### src/rtl/sec_rtc_pkg.sv
package sec_rtc_pkg;

    localparam int DATA_W = 32;
    localparam int ADDR_W = 12;

    typedef logic [DATA_W-1:0] word_t;
    typedef logic [ADDR_W-1:0] addr_t;

    // register offsets inside the window
    localparam addr_t OFS_TIME  = 12'h000;
    localparam addr_t OFS_MATCH = 12'h004;
    localparam addr_t OFS_IRQ   = 12'h008;
    localparam addr_t OFS_LOAD  = 12'h00C;
    localparam addr_t OFS_ELAP  = 12'h010;
    localparam addr_t OFS_MASK  = 12'hFD8;
    localparam addr_t OFS_IDENT = 12'hFE0;

    localparam word_t IDENT_WORD = 32'h0004_1030;
    localparam word_t MASK_WORD  = 32'h000F_FFFF;

    localparam logic [1:0] SIZE_WORD = 2'b10;

    typedef enum logic [2:0] {
        SEL_NONE,
        SEL_TIME,
        SEL_MATCH,
        SEL_IRQ,
        SEL_LOAD,
        SEL_ELAP,
        SEL_MASK,
        SEL_IDENT
    } reg_sel_e;

    typedef struct packed {
        logic  match_we;
        logic  irq_we;
        logic  load_we;
        logic  elap_we;
        word_t data;
    } wr_req_t;

    typedef struct packed {
        word_t secs;
        word_t match;
        word_t base;
        logic  irq;
    } rtc_state_t;

    function automatic reg_sel_e decode_ofs(addr_t a);
        reg_sel_e s;
        case (a)
            OFS_TIME:  s = SEL_TIME;
            OFS_MATCH: s = SEL_MATCH;
            OFS_IRQ:   s = SEL_IRQ;
            OFS_LOAD:  s = SEL_LOAD;
            OFS_ELAP:  s = SEL_ELAP;
            OFS_MASK:  s = SEL_MASK;
            OFS_IDENT: s = SEL_IDENT;
            default:   s = SEL_NONE;
        endcase
        return s;
    endfunction

    function automatic word_t elapsed_of(word_t secs, word_t base);
        return secs - base;
    endfunction

endpackage

### src/rtl/sec_rtc_prescaler.sv
module sec_rtc_prescaler #(
    parameter int unsigned DIV = 32768
) (
    input  logic clk_i,
    input  logic rst_i,
    input  logic restart_i,
    output logic tick_o
);
    localparam int unsigned CW = (DIV > 2) ? $clog2(DIV) : 1;
    localparam logic [CW-1:0] LAST = CW'(DIV - 1);

    logic [CW-1:0] cnt_q;

    always_ff @(posedge clk_i) begin
        if (rst_i || restart_i) begin
            cnt_q <= '0;
        end else if (cnt_q == LAST) begin
            cnt_q <= '0;
        end else begin
            cnt_q <= cnt_q + 1'b1;
        end
    end

    assign tick_o = (cnt_q == LAST);

endmodule

### src/rtl/sec_rtc_timebase.sv
module sec_rtc_timebase
    import sec_rtc_pkg::*;
(
    input  logic       clk_i,
    input  logic       rst_i,
    input  logic       tick_i,
    input  wr_req_t    wr_i,
    output rtc_state_t st_o,
    output logic       alarm_o
);
    rtc_state_t st_q;
    word_t      secs_nxt;
    word_t      secs_inc;

    assign secs_inc = st_q.secs + 32'd1;

    always_comb begin
        if (wr_i.load_we) begin
            secs_nxt = wr_i.data;
        end else if (tick_i) begin
            secs_nxt = secs_inc;
        end else begin
            secs_nxt = st_q.secs;
        end
    end

    // an alarm needs a real advance; a load onto the match value is not one
    assign alarm_o = tick_i && !wr_i.load_we && (secs_inc == st_q.match);

    always_ff @(posedge clk_i) begin
        if (rst_i) begin
            st_q <= '0;
        end else begin
            st_q.secs <= secs_nxt;
            if (wr_i.match_we) begin
                st_q.match <= wr_i.data;
            end
            if (wr_i.elap_we) begin
                st_q.base <= secs_nxt;
            end
            if (alarm_o) begin
                st_q.irq <= 1'b1;
            end else if (wr_i.irq_we) begin
                st_q.irq <= (wr_i.data != '0);
            end
        end
    end

    assign st_o = st_q;

endmodule

### src/rtl/sec_rtc_apb_if.sv
module sec_rtc_apb_if
    import sec_rtc_pkg::*;
(
    input  logic       psel_i,
    input  logic       penable_i,
    input  logic       pwrite_i,
    input  addr_t      paddr_i,
    input  logic [1:0] psize_i,
    input  word_t      pwdata_i,
    input  rtc_state_t st_i,
    output wr_req_t    wr_o,
    output word_t      prdata_o,
    output logic       pready_o
);
    logic     acc_ok;
    logic     do_wr;
    logic     do_rd;
    reg_sel_e sel;

    assign acc_ok = psel_i && penable_i && (psize_i == SIZE_WORD);
    assign do_wr  = acc_ok && pwrite_i;
    assign do_rd  = acc_ok && !pwrite_i;
    assign sel    = decode_ofs(paddr_i);

    always_comb begin
        wr_o          = '0;
        wr_o.data     = pwdata_i;
        wr_o.match_we = do_wr && (sel == SEL_MATCH);
        wr_o.irq_we   = do_wr && (sel == SEL_IRQ);
        wr_o.load_we  = do_wr && (sel == SEL_LOAD);
        wr_o.elap_we  = do_wr && (sel == SEL_ELAP);
    end

    always_comb begin
        prdata_o = '0;
        if (do_rd) begin
            case (sel)
                SEL_TIME:  prdata_o = st_i.secs;
                SEL_MATCH: prdata_o = st_i.match;
                SEL_IRQ:   prdata_o = {{(DATA_W-1){1'b0}}, st_i.irq};
                SEL_ELAP:  prdata_o = elapsed_of(st_i.secs, st_i.base);
                SEL_MASK:  prdata_o = MASK_WORD;
                SEL_IDENT: prdata_o = IDENT_WORD;
                default:   prdata_o = '0;
            endcase
        end
    end

    assign pready_o = 1'b1;

endmodule

### src/rtl/sec_rtc.sv
module sec_rtc
    import sec_rtc_pkg::*;
#(
    parameter int unsigned CLK_PER_SEC = 32768
) (
    input  logic        clk_i,
    input  logic        rst_i,
    input  logic        psel_i,
    input  logic        penable_i,
    input  logic        pwrite_i,
    input  logic [11:0] paddr_i,
    input  logic [1:0]  psize_i,
    input  logic [31:0] pwdata_i,
    output logic [31:0] prdata_o,
    output logic        pready_o,
    output logic        irq_o
);
    logic       tick;
    logic       alarm_hit;
    wr_req_t    wr;
    rtc_state_t st;

    sec_rtc_apb_if u_bus (
        .psel_i    (psel_i),
        .penable_i (penable_i),
        .pwrite_i  (pwrite_i),
        .paddr_i   (paddr_i),
        .psize_i   (psize_i),
        .pwdata_i  (pwdata_i),
        .st_i      (st),
        .wr_o      (wr),
        .prdata_o  (prdata_o),
        .pready_o  (pready_o)
    );

    sec_rtc_prescaler #(.DIV(CLK_PER_SEC)) u_pre (
        .clk_i     (clk_i),
        .rst_i     (rst_i),
        .restart_i (wr.load_we),
        .tick_o    (tick)
    );

    sec_rtc_timebase u_tb (
        .clk_i   (clk_i),
        .rst_i   (rst_i),
        .tick_i  (tick),
        .wr_i    (wr),
        .st_o    (st),
        .alarm_o (alarm_hit)
    );

    assign irq_o = st.irq;

endmodule

### config.mk
export PLATFORM = sky130hd
export DESIGN_NAME = sec_rtc
export DESIGN_NICKNAME = d
export VERILOG_FILES = /design/src/rtl/sec_rtc_pkg.sv /design/src/rtl/sec_rtc_prescaler.sv /design/src/rtl/sec_rtc_timebase.sv /design/src/rtl/sec_rtc_apb_if.sv /design/src/rtl/sec_rtc.sv
export SDC_FILE = /design/constraint.sdc
export NUM_CORES = 1
export LEC_CHECK = 0
export ABC_AREA = 0
export BUFFER_PORTS_ARGS = -buffer_cell sky130_fd_sc_hd__buf_4
export CAP_MARGIN = 10
export CORE_MARGIN = 2
export CORE_UTILIZATION = 30
export DETAILED_ROUTE_END_ITERATION = 10
export SETUP_SLACK_MARGIN = 0.15
export SLEW_MARGIN = 20
export SYNTH_ARGS = -nofsm -noshare
export SYNTH_HDL_FRONTEND = slang
export SYNTH_SLANG_ARGS = --single-unit
### constraint.sdc
create_clock -name clk_i -period 3.6 [get_ports clk_i]
set_clock_uncertainty 0.1 [all_clocks]
set_input_delay 0.54 -clock clk_i [delete_from_list [all_inputs] [get_ports clk_i]]
set_output_delay 0.54 -clock clk_i [all_outputs]
set_load 0.01 [all_outputs]
* Word-level counts from Yosys, hierarchy flattened
Cells that the tools add are included.
** Storage, ports and cells
- Bits in registers :: 112
- Output and inout port bits :: 34
** Operators by class
- Muxes and demuxes :: 7
- Add/subtract/negate cells :: 3
- Equal/unequal tests :: 16
- Reductions and logical operators :: 17
** Operators with widths (number)
- $pmux 32 s6 :: 1
- $mux 32 :: 3
- $add 32x1->32 const B :: 1
- $eq 32x32->1 :: 1
- $reduce_bool 32->1 :: 1
- $sub 32x32->32 :: 1
- $eq 12x12->1 const B :: 2
- $eq 12x4->1 const B :: 2
- $pmux 3 s7 :: 1
- $add 15x1->15 const B :: 1
- $eq 15x15->1 const B :: 1
- $eq 12x3->1 const B :: 1
- $eq 12x5->1 const B :: 1
- $eq 3x3->1 const B :: 4
- $logic_not 12->1 :: 1
- $logic_and 1x1->1 :: 10
- $eq 3x2->1 const B :: 2
- $eq 3x1->1 const B :: 1
- $eq 2x2->1 const B :: 1
- $logic_not 1->1 :: 2
- $mux 1 :: 2
- $reduce_bool 2->1 :: 1
- $reduce_or 2->1 :: 1
- $logic_or 1x1->1 :: 1

* Logic depth before layout (Yosys ltp)
- Depth in word-level cells :: 8
- Depth in mapped cells :: 12
- Gate-level depth less buffers :: 12

* Cells and area by module
A second synthesis with hierarchy kept.
** Unflattened totals
- Cells, all modules :: 1199
- Area, all modules :: 9173.8 um^2
** Modules (own cells, without submodules)
- sec_rtc_timebase :: seq. area each 1941.9 um^2, area an instance 5557.8 um^2, instances 1, cells each 666
- sec_rtc_apb_if :: seq. area each 0.0 um^2, area an instance 2932.8 um^2, instances 1, cells each 463
- sec_rtc_prescaler :: seq. area each 300.3 um^2, area an instance 683.2 um^2, instances 1, cells each 70

* Worst setup path before layout
No wires, ideal clock.
- Kind :: register to output
- From :: register u_tb.st_q, in the netlist u_tb.st_o[65]
- To :: output port prdata_o[30]
- Cell stages (with the launch flop) :: 13
- Data required time :: 2.960 ns
- Arrival time :: 2.660 ns
- Slack :: 0.300 ns
- Cells stage by stage :: dfxtp_1 -> inv_1 -> ha_1 -> fa_1 -> nand2b_1 -> a211oi_1 -> nor4_1 -> nor3_1 -> o21ai_0 -> a21oi_1 -> mux2i_1 -> o21ai_0 -> a21oi_1
** Between the ends
- Cells in the longest elaborated chain, start to end :: 3
** Ends and longest elaborated chain
- start, declared :: RTL line sec_rtc_timebase.sv:11 : rtc_state_t st_q;
- $sub 32x32->32 :: RTL line sec_rtc_pkg.sv:65 : return secs - base;
- $pmux 32 s6 :: RTL line sec_rtc_apb_if.sv:37 : case (sel)
- $mux 32 :: RTL line sec_rtc_apb_if.sv:36 : if (do_rd) begin
- end, declared :: RTL line sec_rtc.sv:14 : output logic [31:0] prdata_o,
Every way passes these cells.

* Worst setup path after layout
- From :: register u_tb.st_q, in the netlist u_tb.st_o[65]
- To :: output port prdata_o[26]
Same word-level chain as after synthesis.

==> summary.md <==
The synthesized design contains 112 register bits. Entering global routing, the biggest net connects 50 pins. The H-tree depth reported by CTS is 3, and the total number of vias is 8173. The element type at the critical path start is a register.

Detailed routing placed a total of 12220 um of wire on met2. The final reports fail on negative setup slack. During placement, the flow inserted port buffers numbering 83.

From left edge to right edge, the die measures 169.2 um. The tools report the wire length of the first global-routing pass as 42570 um. Post-synthesis cell area: 8188 sq um. In the final routed layout, each cell accounts on average for 17.76 um. The run gives 85 as the count of boundary I/O pins. The logs give 0 for the detailed-route DRC error count and 9 for the CTS buffer count. For this block, the routed nets add up to 26950 um of wire. The number of different library cells used by synthesis comes to 70. After floorplanning, the core was divided into 60 placement rows. The tightest min-delay check is of the primary input to register type. Counting along the longest clock path gives a buffer depth of 2. TritonCTS built the clock tree. Detailed placement ended at an HPWL of 19520 um. For this design the static power due to leakage is 3.783 nW. The run gives 43.6% as the clock group share of total power.

IR analysis of the VDD net gives a maximum drop of 230.6 uV. The detailed router put a total of 12440 um of wire on met1. The final weighted congestion of routability-driven global placement is 0.8669, and the number of DRC violations after detailed-routing iteration 0 is 592. The run gives 2960 ps as the required time of the worst setup path. Clock-pin slew was measured on the worst setup and hold paths at 80 ps. The worst setup path is of the register to output port kind. For this run, asynchronously set or reset flops after synthesis account for 0%.

For the pin with the worst max-slew slack, the measured transition is 633.4 ps. The switching portion of total power is 23.89%, and the number of nets with antenna violations after routing is 0. Synthesis produced 1068 cells.

During synthesis, Yosys emitted a total of 0 warnings. The count of antenna diodes in the layout is 0. STA classifies the critical path endpoint as an output port. The number of global-route vias before repair is 7746, and the number of fill cells is 2778.

Setup violations remaining at the end of the flow were counted as 5. The maximum fanout along the worst path works out to 3. The sequential cells in the finished layout cover a total of 2260 sq um. Cell internal power was estimated by the tool at 0.001826 W. For this run, the register share of the synthesized area comes to 27.38%.

In this run the power density over the cells is 235.8 nW/um^2. The cell count after placement was 1489. The least setup slack across all paths after layout was -65.91 ps. In this run, synthesis inferred 0 flip-flops with an integrated enable. Broken down by cell family, the worst path's largest delay share belongs to simple AND/OR/NAND/NOR gates.

The first detailed-routing pass ran for 5 iterations. Total power after layout: 0.002399 W. The power share of the sequential group is 51.8%. Most common cell type on the critical path: sky130_fd_sc_hd__buf_4.

In this run the tightest slew margin relative to its limit is 57.77%. The tools report the max-slew violation total from the final report as 0. In this run the mean area of a mapped cell was 7.667 sq um. The logs give 0 for the initial antenna violation count and 0 for the max capacitance violation total. The detailed router used layers up to and including met4. The run gives 1698 um as the amount of wire on met3 after detailed routing.

The total area inside the core boundary comes to 26880 sq um. Together, buffers and inverters on the worst path number 4. The tools report the clock latency at the later pin of the worst-skew pair as 370 ps. Excluding fillers, the count of instances in the completed layout stands at 1517. The floorplan die height is 169.2 um. The initial core utilization was 30.47%; the via-per-instance ratio was 5.388.

The flow ran to the end, but the final reports show violations. The final layout contains 1257 nets. Global routing finished with a remaining overflow of 0.

The time the final worst path needs with I/O delays and setup is 3666 ps. The number of nets handed over by synthesis was 1153. The relative contribution of combinational cells to total power came out at 4.6%. In this run the power spent charging and discharging nets is 0.0005733 W.

The signed area change from the synthesized netlist to the final layout came out at 24.30%. Clock tree synthesis selected as its root buffer the cell sky130_fd_sc_hd__clkbuf_16. Delay of the slowest cell on the worst path: 340 ps. Global routing consumed, over all layers together, 18.74% of the routing resources.

The area of the multi-input gates was 5791 sq um. After layout, the worst path uses 101.8% of the clock period. Setup repair after global routing could not meet its margin everywhere. Data on the critical path arrives at its endpoint at 3030 ps. The worst slack at placement was 6.728 ps.

Share of final-layout standard cells stronger than drive strength 1: 22.02%. The timing-limited maximum frequency came out at 272.8 MHz. For this design, the slowest cell found on the critical path is sky130_fd_sc_hd__dfxtp_2.

For this design, the sink count on the clock tree is 112. The most used flip-flop cell after synthesis is sky130_fd_sc_hd__dfxtp_1. The overall die area was 28630 sq um.

Walking the worst path, the cells encountered are inv_2 > ha_4 > fa_2 > nand2b_4 > a211oi_2 > buf_4 > nor4_4 > nor3_2 > buf_4 > o21ai_4 > nor2b_4 > xnor2_2 > a222oi_1 > nor2_1 > buf_4. For the final number of hold-violating endpoints, the log shows 0.
## cells in the mapped netlist (7+ instances only)
| master | count | area (sq um) |
|---|---|---|
| sky130_fd_sc_hd__nand2_1 | 129 | 484.2 |
| sky130_fd_sc_hd__dfxtp_1 | 112 | 2242 |
| sky130_fd_sc_hd__a21oi_1 | 110 | 550.5 |
| sky130_fd_sc_hd__nor2_1 | 103 | 386.6 |
| sky130_fd_sc_hd__xnor2_1 | 63 | 551.8 |
| sky130_fd_sc_hd__xor2_1 | 47 | 411.6 |
| sky130_fd_sc_hd__inv_1 | 40 | 150.1 |
| sky130_fd_sc_hd__mux2i_1 | 36 | 360.4 |
| sky130_fd_sc_hd__nand3_1 | 35 | 175.2 |
| sky130_fd_sc_hd__clkbuf_1 | 34 | 127.6 |
| sky130_fd_sc_hd__ha_1 | 33 | 412.9 |
| sky130_fd_sc_hd__nand2b_1 | 30 | 187.7 |
| sky130_fd_sc_hd__o21ai_0 | 23 | 115.1 |
| sky130_fd_sc_hd__nor2b_1 | 20 | 125.1 |
| sky130_fd_sc_hd__a221oi_1 | 19 | 166.4 |
| sky130_fd_sc_hd__nand4_1 | 19 | 118.9 |
| sky130_fd_sc_hd__buf_2 | 18 | 90.09 |
| sky130_fd_sc_hd__nor3_1 | 17 | 85.08 |
| sky130_fd_sc_hd__o22ai_1 | 15 | 93.84 |
| sky130_fd_sc_hd__a211oi_1 | 13 | 97.59 |
| sky130_fd_sc_hd__nor4_1 | 13 | 81.33 |
| sky130_fd_sc_hd__and3_1 | 12 | 75.07 |
| sky130_fd_sc_hd__buf_4 | 9 | 67.56 |
| sky130_fd_sc_hd__and4_1 | 8 | 70.07 |
| sky130_fd_sc_hd__or3_1 | 8 | 50.05 |
| sky130_fd_sc_hd__a21o_1 | 7 | 52.55 |
| sky130_fd_sc_hd__a222oi_1 | 7 | 70.07 |
| sky130_fd_sc_hd__o211ai_1 | 7 | 52.55 |
## state kept, by name, summed over array words and instances (netlist names)
register / flops
u_tb.st_o: 97
u_pre.cnt_q: 15
## metrics by stage
| step | cell area [sq um] | util [%] | hold slack [ps] | TNS [ps] |
|---|---|---|---|---|
| after global routing | 10180 | 37.87 | 344.4 | -2017 |
| final | 10180 | 37.87 | 332.3 | -220.0 |
| after global placement | 9435 | 35.11 | 343.6 | -31.76 |
| after CTS | 10060 | 37.42 | 329.1 | -58.01 |
| after floorplan | 8188 | - | 325.9 | 0 |
| after detailed placement | 9435 | 35.11 | 348.0 | 0 |
## worst min-delay path, stage by stage
cell and delay [ps]:
sky130_fd_sc_hd__buf_4 100, sky130_fd_sc_hd__a21oi_1 60, sky130_fd_sc_hd__nor2_1 70
## area by class of cell
cell class	instances	area share, %
Clock buffer	10	2.250
Tap cell	341	4.192
Timing Repair Buffer	158	12.40
Clock inverter	5	0.5778
Inverter	40	1.475
Multi-Input combinational cell	851	56.90
Sequential cell	112	22.20
## power by group through the flow
stage | Clock [W] | Sequential (W) | Combinational (W)
6_report | 0.00105 | 0.00124 | 0.000111
5_1_grt | 0.00110 | 0.00124 | 0.000118
4_1_cts | 0.00105 | 0.00124 | 0.000110
3_5_place_dp | 0 | 0.00127 | 0.000110
3_3_place_gp | 0 | 0.00127 | 0.000109
2_1_floorplan | 0 | 0.00127 | 0.0000380
## per-layer routing
metal,up-vias,global-route usage (%)
met3,36,3.615
met4,0,6.355
met1,3898,25.35
met5,-,0
li1,3972,-
met2,267,29.88
## cells by family after synthesis
logic type / Yosys count / synth area share, %
other cells: 1 / 0.04580
xor+xnor: 110 / 11.77
compound gates: 247 / 19.85
fa+ha+maj: 34 / 5.287
buf+inv: 105 / 5.776
simple gates: 422 / 25.35
flops: 112 / 27.38
mux: 37 / 4.539
## placed cells by master (no fill, tap or decap), types with 8 or more instances in the layout
cell / netlist / routed
sky130_fd_sc_hd__mux2i_1: 36 / 36
sky130_fd_sc_hd__and4_1: 8 / 8
sky130_fd_sc_hd__dfxtp_1: 112 / 98
sky130_fd_sc_hd__buf_4: 9 / 147
sky130_fd_sc_hd__nand4_1: 19 / 19
sky130_fd_sc_hd__a21oi_1: 110 / 102
sky130_fd_sc_hd__nor2_1: 103 / 100
sky130_fd_sc_hd__nor3_1: 17 / 13
sky130_fd_sc_hd__a211oi_1: 13 / 12
sky130_fd_sc_hd__clkbuf_16: 0 / 9
sky130_fd_sc_hd__a221oi_1: 19 / 19
sky130_fd_sc_hd__nand2b_1: 30 / 28
sky130_fd_sc_hd__xor2_1: 47 / 47
sky130_fd_sc_hd__o22ai_1: 15 / 15
sky130_fd_sc_hd__ha_4: 0 / 9
sky130_fd_sc_hd__or3_1: 8 / 8
sky130_fd_sc_hd__nand3_1: 35 / 33
sky130_fd_sc_hd__nand2_1: 129 / 129
sky130_fd_sc_hd__dfxtp_2: 0 / 14
sky130_fd_sc_hd__xnor2_1: 63 / 62
sky130_fd_sc_hd__inv_1: 40 / 34
sky130_fd_sc_hd__nor4_1: 13 / 12
sky130_fd_sc_hd__o21ai_0: 23 / 19
sky130_fd_sc_hd__nor2b_1: 20 / 19
sky130_fd_sc_hd__ha_1: 33 / 21
sky130_fd_sc_hd__and3_1: 12 / 12
## final timing paths
path             startpoint             end  slack [ps]  cells after the start
max           u_tb.st_o[65]    prdata_o[26]         -70                     15
min            pwdata_i[14]   u_tb.st_o[79]         330                      3
max reg2reg   u_tb.st_o[66]   u_tb.st_o[23]         500                     12
min reg2reg  u_pre.cnt_q[0]  u_pre.cnt_q[0]         370                      1
## what timing repair did
item | in CTS | in global routing
pin swaps | 32 | 17
hold buffers | 0 | 0
setup endpoints to repair | 18 | 19
setup buffers | 11 | 2
gates resized for setup | 62 | 22
Note: power is estimated with default switching activity, not from simulation.
